===== src/rtl/irq_route_pkg.sv =====
package irq_route_pkg;
  localparam int unsigned OFF_W   = 16;
  localparam int unsigned DATA_W  = 32;
  localparam int unsigned SLOT_SH = 3;
  localparam int unsigned UPPER_B = 2;

  localparam logic [OFF_W-1:0] SLOT_MAP_LO = 16'h0C00;
  localparam logic [OFF_W-1:0] SLOT_MAP_HI = 16'h0C3F;
  localparam logic [OFF_W-1:0] BRD_MAP_LO  = 16'h1000;
  localparam logic [OFF_W-1:0] BRD_MAP_HI  = 16'h1080;
  localparam logic [OFF_W-1:0] SLOT_CLR_LO = 16'h1400;
  localparam logic [OFF_W-1:0] SLOT_CLR_HI = 16'h143F;
  localparam logic [OFF_W-1:0] BRD_CLR_LO  = 16'h1800;
  localparam logic [OFF_W-1:0] BRD_CLR_HI  = 16'h1860;

  localparam logic [DATA_W-2:0] ID_GROUP = 31'h7C0;
  localparam logic [DATA_W-2:0] BRD_TAG  = 31'h020;

  function automatic logic in_win(input logic [OFF_W-1:0] off,
                                  input logic [OFF_W-1:0] lo,
                                  input logic [OFF_W-1:0] hi);
    return (off >= lo) && (off <= hi);
  endfunction

  function automatic logic [OFF_W-1:0] slot_of(input logic [OFF_W-1:0] off,
                                                input logic [OFF_W-1:0] lo);
    return (off - lo) >> SLOT_SH;
  endfunction

  function automatic logic [DATA_W-2:0] slot_id(input int unsigned i);
    return ID_GROUP | (31'(i) << 2);
  endfunction

  function automatic logic [DATA_W-2:0] brd_id(input int unsigned i);
    return (ID_GROUP | BRD_TAG) + 31'(i);
  endfunction
endpackage


===== src/rtl/irq_map_regs.sv =====
module irq_map_regs
  import irq_route_pkg::*;
#(
  parameter int unsigned N_SLOT_MAP = 8,
  parameter int unsigned N_BRD_MAP  = 16
) (
  input  logic                  clk_i,
  input  logic                  rst_ni,
  input  logic                  req_i,
  input  logic                  we_i,
  input  logic [OFF_W-1:0]      off_i,
  input  logic [DATA_W-1:0]     wdata_i,
  output logic [DATA_W-1:0]     rdata_o,
  output logic [N_SLOT_MAP-1:0] slot_en_o,
  output logic [N_BRD_MAP-1:0]  brd_en_o
);
  logic              upper;
  logic              slot_hit, brd_hit;
  logic [OFF_W-1:0]  slot_idx, brd_idx;
  logic [DATA_W-1:0] rd_val;
  logic [DATA_W-1:0] rdata_q;
  logic [N_SLOT_MAP-1:0] slot_en_q;
  logic [N_BRD_MAP-1:0]  brd_en_q;
  logic              unused_wdata;

  assign unused_wdata = ^wdata_i[DATA_W-2:0];

  assign upper    = off_i[UPPER_B];
  assign slot_idx = slot_of(off_i, SLOT_MAP_LO);
  assign brd_idx  = slot_of(off_i, BRD_MAP_LO);
  assign slot_hit = req_i && upper && in_win(off_i, SLOT_MAP_LO, SLOT_MAP_HI);
  assign brd_hit  = req_i && upper && in_win(off_i, BRD_MAP_LO, BRD_MAP_HI);

  for (genvar i = 0; i < N_SLOT_MAP; i++) begin : g_slot
    always_ff @(posedge clk_i or negedge rst_ni) begin
      if (!rst_ni) slot_en_q[i] <= 1'b0;
      else if (slot_hit && we_i && slot_idx == OFF_W'(i))
        slot_en_q[i] <= wdata_i[DATA_W-1];
    end
  end

  for (genvar i = 0; i < N_BRD_MAP; i++) begin : g_brd
    always_ff @(posedge clk_i or negedge rst_ni) begin
      if (!rst_ni) brd_en_q[i] <= 1'b0;
      else if (brd_hit && we_i && brd_idx == OFF_W'(i))
        brd_en_q[i] <= wdata_i[DATA_W-1];
    end
  end

  // identifiers are constants: only the enable is stored
  always_comb begin
    rd_val = '0;
    for (int unsigned i = 0; i < N_SLOT_MAP; i++)
      if (slot_hit && slot_idx == OFF_W'(i)) rd_val = {slot_en_q[i], slot_id(i)};
    for (int unsigned i = 0; i < N_BRD_MAP; i++)
      if (brd_hit && brd_idx == OFF_W'(i)) rd_val = {brd_en_q[i], brd_id(i)};
  end

  always_ff @(posedge clk_i or negedge rst_ni) begin
    if (!rst_ni) rdata_q <= '0;
    else if (req_i && !we_i) rdata_q <= rd_val;
  end

  assign rdata_o   = rdata_q;
  assign slot_en_o = slot_en_q;
  assign brd_en_o  = brd_en_q;

  assert_lower_word_no_write_R4: assert property (@(posedge clk_i) disable iff (!rst_ni)
    (req_i && we_i && !off_i[UPPER_B]) |=> ($stable(slot_en_o) && $stable(brd_en_o)));
  assert_lower_word_reads_zero_R4: assert property (@(posedge clk_i) disable iff (!rst_ni)
    (req_i && !we_i && !off_i[UPPER_B]) |=> (rdata_o == '0));
  assert_rdata_holds_R8: assert property (@(posedge clk_i) disable iff (!rst_ni)
    !(req_i && !we_i) |=> $stable(rdata_o));
  assert_id_readonly_R5: assert property (@(posedge clk_i) disable iff (!rst_ni)
    (req_i && !we_i && off_i == SLOT_MAP_LO + 16'h4) |=> (rdata_o[DATA_W-2:0] == 31'h7C0));
endmodule


===== src/rtl/irq_clr_decode.sv =====
module irq_clr_decode
  import irq_route_pkg::*;
#(
  parameter int unsigned N_SLOT_LINES = 32,
  parameter int unsigned N_LINES      = 48
) (
  input  logic               req_i,
  input  logic               we_i,
  input  logic [OFF_W-1:0]   off_i,
  output logic [N_LINES-1:0] clr_o
);
  logic             strobe;
  logic             slot_win, brd_win;
  logic [OFF_W-1:0] slot_k, brd_k;

  assign strobe   = req_i && we_i && off_i[UPPER_B];
  assign slot_win = strobe && in_win(off_i, SLOT_CLR_LO, SLOT_CLR_HI);
  assign brd_win  = strobe && in_win(off_i, BRD_CLR_LO, BRD_CLR_HI);
  assign slot_k   = slot_of(off_i, SLOT_CLR_LO);
  assign brd_k    = slot_of(off_i, BRD_CLR_LO);

  for (genvar n = 0; n < N_LINES; n++) begin : g_clr
    if (n < N_SLOT_LINES) begin : g_s
      assign clr_o[n] = slot_win && slot_k == OFF_W'(n);
    end else begin : g_b
      assign clr_o[n] = brd_win && brd_k == OFF_W'(n - N_SLOT_LINES);
    end
  end
endmodule


===== src/rtl/irq_gate.sv =====
module irq_gate #(
  parameter int unsigned N_SLOT_MAP  = 8,
  parameter int unsigned SLOT_PER_MAP = 4,
  parameter int unsigned N_BRD_MAP   = 16,
  localparam int unsigned N_SLOT_LINES = N_SLOT_MAP * SLOT_PER_MAP,
  localparam int unsigned N_LINES      = N_SLOT_LINES + N_BRD_MAP
) (
  input  logic                  clk_i,
  input  logic                  rst_ni,
  input  logic [N_LINES-1:0]    irq_i,
  input  logic [N_SLOT_MAP-1:0] slot_en_i,
  input  logic [N_BRD_MAP-1:0]  brd_en_i,
  input  logic [N_LINES-1:0]    clr_i,
  output logic [N_LINES-1:0]    irq_o
);
  logic [N_LINES-1:0] en_line;
  logic [N_LINES-1:0] out_q;

  for (genvar n = 0; n < N_LINES; n++) begin : g_line
    if (n < N_SLOT_LINES) begin : g_s
      assign en_line[n] = slot_en_i[n / SLOT_PER_MAP];
    end else begin : g_b
      assign en_line[n] = brd_en_i[n - N_SLOT_LINES];
    end
  end

  // clear strobe outranks the request for exactly one edge
  always_ff @(posedge clk_i or negedge rst_ni) begin
    if (!rst_ni) out_q <= '0;
    else         out_q <= irq_i & en_line & ~clr_i;
  end

  assign irq_o = out_q;

  assert_disabled_low_R2: assert property (@(posedge clk_i) disable iff (!rst_ni)
    1'b1 |=> ((irq_o & ~$past(en_line)) == '0));
  assert_no_spurious_R2: assert property (@(posedge clk_i) disable iff (!rst_ni)
    1'b1 |=> ((irq_o & ~$past(irq_i)) == '0));
  assert_clear_wins_R6: assert property (@(posedge clk_i) disable iff (!rst_ni)
    (|clr_i) |=> ((irq_o & $past(clr_i)) == '0));
  assert_clear_onehot_R6: assert property (@(posedge clk_i) disable iff (!rst_ni)
    $onehot0(clr_i));
endmodule


===== src/rtl/irq_route_ctrl.sv =====
module irq_route_ctrl
  import irq_route_pkg::*;
#(
  parameter int unsigned N_SLOT_MAP   = 8,
  parameter int unsigned SLOT_PER_MAP = 4,
  parameter int unsigned N_BRD_MAP    = 16
) (
  input  logic                                         clk_i,
  input  logic                                         rst_ni,
  input  logic [N_SLOT_MAP*SLOT_PER_MAP+N_BRD_MAP-1:0] irq_i,
  input  logic                                         req_i,
  input  logic                                         we_i,
  input  logic [15:0]                                  off_i,
  input  logic [31:0]                                  wdata_i,
  output logic [31:0]                                  rdata_o,
  output logic [N_SLOT_MAP*SLOT_PER_MAP+N_BRD_MAP-1:0] irq_o
);
  localparam int unsigned N_SLOT_LINES = N_SLOT_MAP * SLOT_PER_MAP;
  localparam int unsigned N_LINES      = N_SLOT_LINES + N_BRD_MAP;

  logic [N_SLOT_MAP-1:0] slot_en;
  logic [N_BRD_MAP-1:0]  brd_en;
  logic [N_LINES-1:0]    clr;

  irq_map_regs #(.N_SLOT_MAP(N_SLOT_MAP), .N_BRD_MAP(N_BRD_MAP)) u_regs (
    .clk_i, .rst_ni, .req_i, .we_i, .off_i, .wdata_i,
    .rdata_o, .slot_en_o(slot_en), .brd_en_o(brd_en)
  );

  irq_clr_decode #(.N_SLOT_LINES(N_SLOT_LINES), .N_LINES(N_LINES)) u_clr (
    .req_i, .we_i, .off_i, .clr_o(clr)
  );

  irq_gate #(.N_SLOT_MAP(N_SLOT_MAP), .SLOT_PER_MAP(SLOT_PER_MAP), .N_BRD_MAP(N_BRD_MAP)) u_gate (
    .clk_i, .rst_ni, .irq_i, .slot_en_i(slot_en), .brd_en_i(brd_en),
    .clr_i(clr), .irq_o
  );

  assert_enable_latency_R9: assert property (@(posedge clk_i) disable iff (!rst_ni)
    (req_i && we_i && off_i == 16'h0C04 && wdata_i[31] && !slot_en[0] && (&irq_i[3:0]))
      |=> (irq_o[3:0] == $past(irq_o[3:0] & irq_i[3:0])));
endmodule


===== config.mk =====
export PLATFORM = sky130hd
export DESIGN_NAME = irq_route_ctrl
export DESIGN_NICKNAME = d
export VERILOG_FILES = /design/src/rtl/irq_route_pkg.sv /design/src/rtl/irq_map_regs.sv /design/src/rtl/irq_clr_decode.sv /design/src/rtl/irq_gate.sv /design/src/rtl/irq_route_ctrl.sv
export SDC_FILE = /design/constraint.sdc
export NUM_CORES = 1
export LEC_CHECK = 0
export BUFFER_PORTS_ARGS = -buffer_cell sky130_fd_sc_hd__buf_4
export CORE_AREA = 2 2 71 124
export CTS_CLUSTER_DIAMETER = 200
export DETAILED_ROUTE_END_ITERATION = 8
export DIE_AREA = 0 0 73 126
export GPL_ROUTABILITY_DRIVEN = 1
export PLACE_DENSITY = 0.95
export SLEW_MARGIN = 25
export SYNTH_ARGS = -nofsm -noshare
export SYNTH_HDL_FRONTEND = slang
export SYNTH_SLANG_ARGS = --single-unit

===== constraint.sdc =====
create_clock -name clk_i -period 3.6 [get_ports clk_i]
set_input_delay 0.36 -clock clk_i [delete_from_list [all_inputs] [get_ports clk_i]]
set_output_delay 0.36 -clock clk_i [all_outputs]
set_load 0.005 [all_outputs]

---- Word-level counts from Yosys, hierarchy flattened ----
Index checks and enable logic that the tools add are counted.
word-level totals
  bits in registers ....................... 104
  input bits .............................. 100
  output and inout bits ................... 80
  word-level logic and storage cells ...... 248
operators by class
  add/sub/neg operators ................... 4
  magnitude comparators ................... 8
  eq/ne operators ......................... 68
  mux-type cells .......................... 24
  bitwise logic cells ..................... 3
  reductions and logical operators ........ 115
operators by type and width
  kind                                                    count
  two-way mux 32 bit                                      24
  equality test 13 x 4 -> 1 bit (second input constant)   24
  equality test 13 x 3 -> 1 bit (second input constant)   16
  equality test 13 x 5 -> 1 bit (second input constant)   16
  logical AND 1 bit                                       110
  equality test 13 x 2 -> 1 bit (second input constant)   8
  bitwise AND 48 bit                                      2
  logical NOT 16 bit                                      4
  equality test 13 x 1 -> 1 bit (second input constant)   4
  >= comparator 16 x 13 -> 1 bit (second input constant)  3
  <= comparator 16 x 13 -> 1 bit (second input constant)  3
  NOT 48 bit                                              1
  subtractor 16 x 13 -> 16 bit (second input constant)    3
  >= comparator 16 x 12 -> 1 bit (second input constant)  1
  <= comparator 16 x 12 -> 1 bit (second input constant)  1
  subtractor 16 x 12 -> 16 bit (second input constant)    1
  logical NOT 1 bit                                       1

---- Depth between registers and ports, before layout ----
  depth after elaboration ................. 28
  mapped depth ............................ 10
  gate-level depth less buffers ........... 8

---- By module ----
From an unflattened synthesis, not the netlist that was laid out.
second synthesis, totals
  cell total of the unflattened synthesis .. 488
  area, all modules ....................... 5,046.1 um^2
by module, submodules not included
  module          instances  cells each  area an instance (um^2)  sequential area each (um^2)
  irq_map_regs    1          232         2,234.6                  800.8
  irq_gate        1          96          1,621.6                  1,201.2
  irq_clr_decode  1          160         1,189.9                  0.0

---- Least setup slack after synthesis ----
Ideal clock, no wire load.
  path kind ............................... in2reg
  start ................................... in off_i[5]
  end ..................................... reg u_regs.brd_en_q[13], in the netlist u_regs.brd_en_o[13]
  setup time .............................. 125 ps
  data arrival time ....................... 2,113 ps
  required time ........................... 3,475 ps
  slack ................................... 1,362 ps
  cell stages on the path ................. 7
  buffers on the path ..................... 2
  cells stage by stage .................... buf_2 -> nor4_1 -> and4_1 -> o2111ai_1 -> clkbuf_1 -> nor3_1 -> mux2_2
on the way
  cells in the longest elaborated chain, start to end .. 5
  elaborated cells on any way between the ends .. 8
  classes of those cells .................. add/sub (1); order compare (2); eq/ne (1); reduce/logical (4)
ends and longest elaborated chain
  element                                                                               line                  source
  start: declaration                                                                    irq_route_ctrl.sv:13  input logic [15:0] off_i,
  parallel branches: the longest is 4 deep, another holds subtractor 16 x 13 -> 16 bit  --
  logical AND 1 bit (*)                                                                 irq_map_regs.sv:45    else if (brd_hit && we_i && brd_idx == OFF_W'(i))
  end signal: indexed assignment                                                        irq_map_regs.sv:46    brd_en_q[i] <= wdata_i[DATA_W-1];
  end: declaration                                                                      irq_map_regs.sv:23    logic [N_BRD_MAP-1:0] brd_en_q;
Mark *: on every way between the ends.
A chain may end at the register's enable or synchronous reset.

---- Final worst setup path ----
  start ................................... in off_i[13]
  end ..................................... reg u_regs.brd_en_q[13], in the netlist u_regs.brd_en_o[13]
Same word-level chain as after synthesis.

==> metrics.md <==
| Metric | Value |
|---|---|
| Status | finished, final reports clean |
| Post-Route Skew | 0.004041 ns |
| First-pass GRT wire length | around 19000 um |
| Seq/Total Area, Yosys | between 40% and 50% |
| Remaining DRCs | 0 |
| Cells on worst reg2reg path | 6 |
| Total CTS buffers | 9 |
| Total grt overflow | 0 |
| Final Max Slew Viols | 0 |
| Synth warn | 0 |
| Row cnt | 44 |
| Synth unique cells | 47 |
| I/O Pins | 180 |
| Async SR Flop Fraction | between 90% and 100% |
| Power Total | 0.002149 W |
| #FFs+latches synth | 80 |
| CTS tree | yes |
| Worst-Margin Slew | 0.9665 ns |
| Port-buffer cells | about 130 |
| Core footprint | a little over 8000 um^2 |
| Die Y-Extent | between 100 and 150 um |
| Logic gate share of total power | a little under a tenth |
| Leakage dissipation | roughly 2.7 nW |
| Crit path max fanout | 11 |
| Antenna diodes | 0 |
| Bufs on Longest Clock Path | 2 |
| Relative slew slack | 35.50% |
| Drt wl/cell | about 19 um |
| GRT Resource Usage Total | between 20% and 30% |
| Reg-to-reg setup timing slack | about 1.7 ns |
| Hold buffer count at cts | 0 |
| Max-cap viol count | 0 |
| Clock share of power | between 40 and 50% |
| Smallest hold slack | 0.03053 ns |
| Internal power | 0.001659 W |
| RSZ-0062 raised after global routing | false |
| Layout cells sized above 1 | 31.28% |
| DR iter-0 viols | 356 |
| Vias in the first global route | 4021 |
| Fin. Hold Viols | 0 |
| Worst EP arrival | between 2 and 3 ns |
| Syn-to-layout area delta | 30.10% |
| Final period util | 66.11% |
| RR Startpoint | u_regs.slot_en_o[3] |
| Hold Crit Class | in -> async |
| H-tree levels | 3 |
| Clk sink count | 80 |
| Detail-routed via count per cell | approximately 6.1 |
| Setup tns final | 0 ns |
| Drt first pass iters | 6 |
| Antenna-violating nets left | 0 |
| Sequential Power Share | between 40% and 50% |
| Syn Std Cell Area | 4199 um^2 |
| Initial core utilization | about half |
| Final setup viols | 0 |
| Clock slew at reported path FFs | about 0.06 ns |
| Peak supply drop | 274.8 uV |
| CP Data Required Time | around 3.8 ns |
| Via count | ~4000 |
| Crit Reg-Reg Endpoint | u_regs.rdata_o[31] |
| Startpoint Class | input pin |
| Detail Placement HPWL | a little under 9000 um |
| Sw Share | about 23% |
| Fin crit period | between 2 and 2.5 ns |
| Initial antenna violation count | 0 |
| Global placement routability congestion | around 0.96 |
| Post-CTS resize count | 0 |
| Pwr Density | 393.4 nW/um^2 |
| Fmax achieved | about 420 MHz |
| CP Class | in -> reg |
| Die width | about 73 um |
| Final net count | 673 |
| CTS Root Cell | clkbuf_16 |
| EDFF count, synth | 0 |
| Die footprint | a little over 9000 um^2 |
| Worst-skew pair later-pin latency | approximately 0.34 ns |
| Crit path capture type | flip-flop |
| Mean Syn Cell Area | just over 9 um^2 |
| Synth Flop Type | dfrtp_1 |
| Drt total wl | between 10000 and 15000 um |
| Syn Inst Count | ~450 |
| Pin count of the biggest net entering global routing | between 80 and 90 |
| Post-CTS setup buffer count | 0 |
| Switching power | approximately 0.00049 W |
==> state kept, by name, indices dropped and copies added, names as in the netlist <==
signal	count
u_regs.slot_en_o	8
u_regs.rdata_o	8
u_regs.brd_en_o	16
u_gate.irq_o	48
==> kinds of logic (layout without fill, tap and decap cells) <==
kind of cell,count (synthesis),after routing,share of synthesized area [%]
xor+xnor,3,3,0.6259
flops,80,80,47.68
other cells,1,20,0.08931
compound gates,91,91,13.38
mux,27,27,7.479
buf+inv,58,157,7.688
simple gates,182,182,20.38
fa+ha+maj,9,9,2.682
==> layer usage <==
metal	up-vias	wire length, um	global-route usage (%)
li1	1770	-	-
met1	1888	3980	29.22
met2	316	6773	47.85
met3	64	1085	5.280
met4	0	770	19.28
met5	-	0	0
==> Yosys cell counts, drive strengths merged, types with 9 or more instances <==
library cell,count,share of area [%]
nand2,77,6.9
ha,9,2.7
nor3,18,2.1
nor2,35,3.1
o21ai,17,2.0
clkbuf,17,1.5
buf,33,5.5
a21oi,22,2.6
nand3,11,1.3
a31oi,34,5.1
nor2b,9,1.3
mux2,25,6.7
dfrtp,80,48
==> power groups by stage <==
stage	Combinational (W)	Clock, W	Sequential, W
after floorplan	0.0000969	0	0.000919
after global placement	0.000187	0	0.000919
after detailed placement	0.000194	0	0.000919
after CTS	0.000196	0.00105	0.000902
after global routing	0.000217	0.00108	0.000902
final	0.000200	0.00105	0.000902
==> cells in the final DEF (no fill, tap or decap), types with 2 or more instances in the layout <==
| master | instances |
|---|---|
| nor4_1 | 3 |
| nor3b_1 | 2 |
| nand4b_1 | 4 |
| ha_1 | 9 |
| bufinv_16 | 3 |
| o22ai_1 | 2 |
| inv_1 | 8 |
| nand2_1 | 77 |
| nand4_1 | 3 |
| o21ai_0 | 17 |
| conb_1 | 20 |
| nand3_1 | 11 |
| a31oi_1 | 34 |
| and3b_1 | 3 |
| a21oi_1 | 22 |
| o211ai_1 | 2 |
| dfrtp_1 | 80 |
| a221oi_1 | 2 |
| clkbuf_16 | 9 |
| a22o_1 | 2 |
| nor2b_1 | 9 |
| and3_1 | 4 |
| nor3_1 | 17 |
| mux2_2 | 24 |
| xnor2_1 | 2 |
| nor2_1 | 35 |
| a211oi_1 | 2 |
| nand2b_1 | 7 |
| buf_4 | 132 |
| clkinv_4 | 2 |
==> critical path, cell delays in order <==
cell and delay (ns):
buf_4 0.13, inv_1 0.16, ha_1 0.29, nor2b_1 0.26, nand2_1 0.11, o2111ai_1 0.80
nor3_1 0.15, mux2_2 0.33
==> cell type report <==
cell class,instances,area (um^2)
fillers,586,2740
flip-flops and latches,80,2002
multi-input cells,332,1968
repair buffers,133,1002
clock buffers,9,225.2
clock inverters,7,120.1
well taps,92,115.1
inverters,8,30.03
==> how the worst max path moves through the flow <==
| stage | startpoint | end | slack [ns] | cells past startpoint |
|---|---|---|---|---|
| finish | off_i[13] | u_regs.brd_en_o[13] | 1.22 | 8 |
| global route | off_i[13] | u_regs.brd_en_o[13] | 1.12 | 8 |
| CTS | off_i[13] | u_regs.brd_en_o[13] | 1.29 | 8 |
| detailed placement | off_i[13] | u_regs.brd_en_o[13] | 0.98 | 8 |
| global placement | off_i[15] | u_regs.slot_en_o[5] | 1.03 | 7 |
| floorplan | off_i[5] | u_regs.brd_en_o[13] | 1.36 | 7 |
==> stage by stage <==
stage,cells,setup WS [ns],utilization (%),cell area (um^2)
2_1_floorplan,470,1.362,-,4270
3_3_place_gp,645,1.028,62.34,5114
3_5_place_dp,645,0.9778,62.34,5114
4_1_cts,661,1.294,66.55,5459
5_1_grt,661,1.124,66.60,5463
6_report,661,1.220,66.60,5463
No activity file was read; power rests on OpenSTA's default activity.
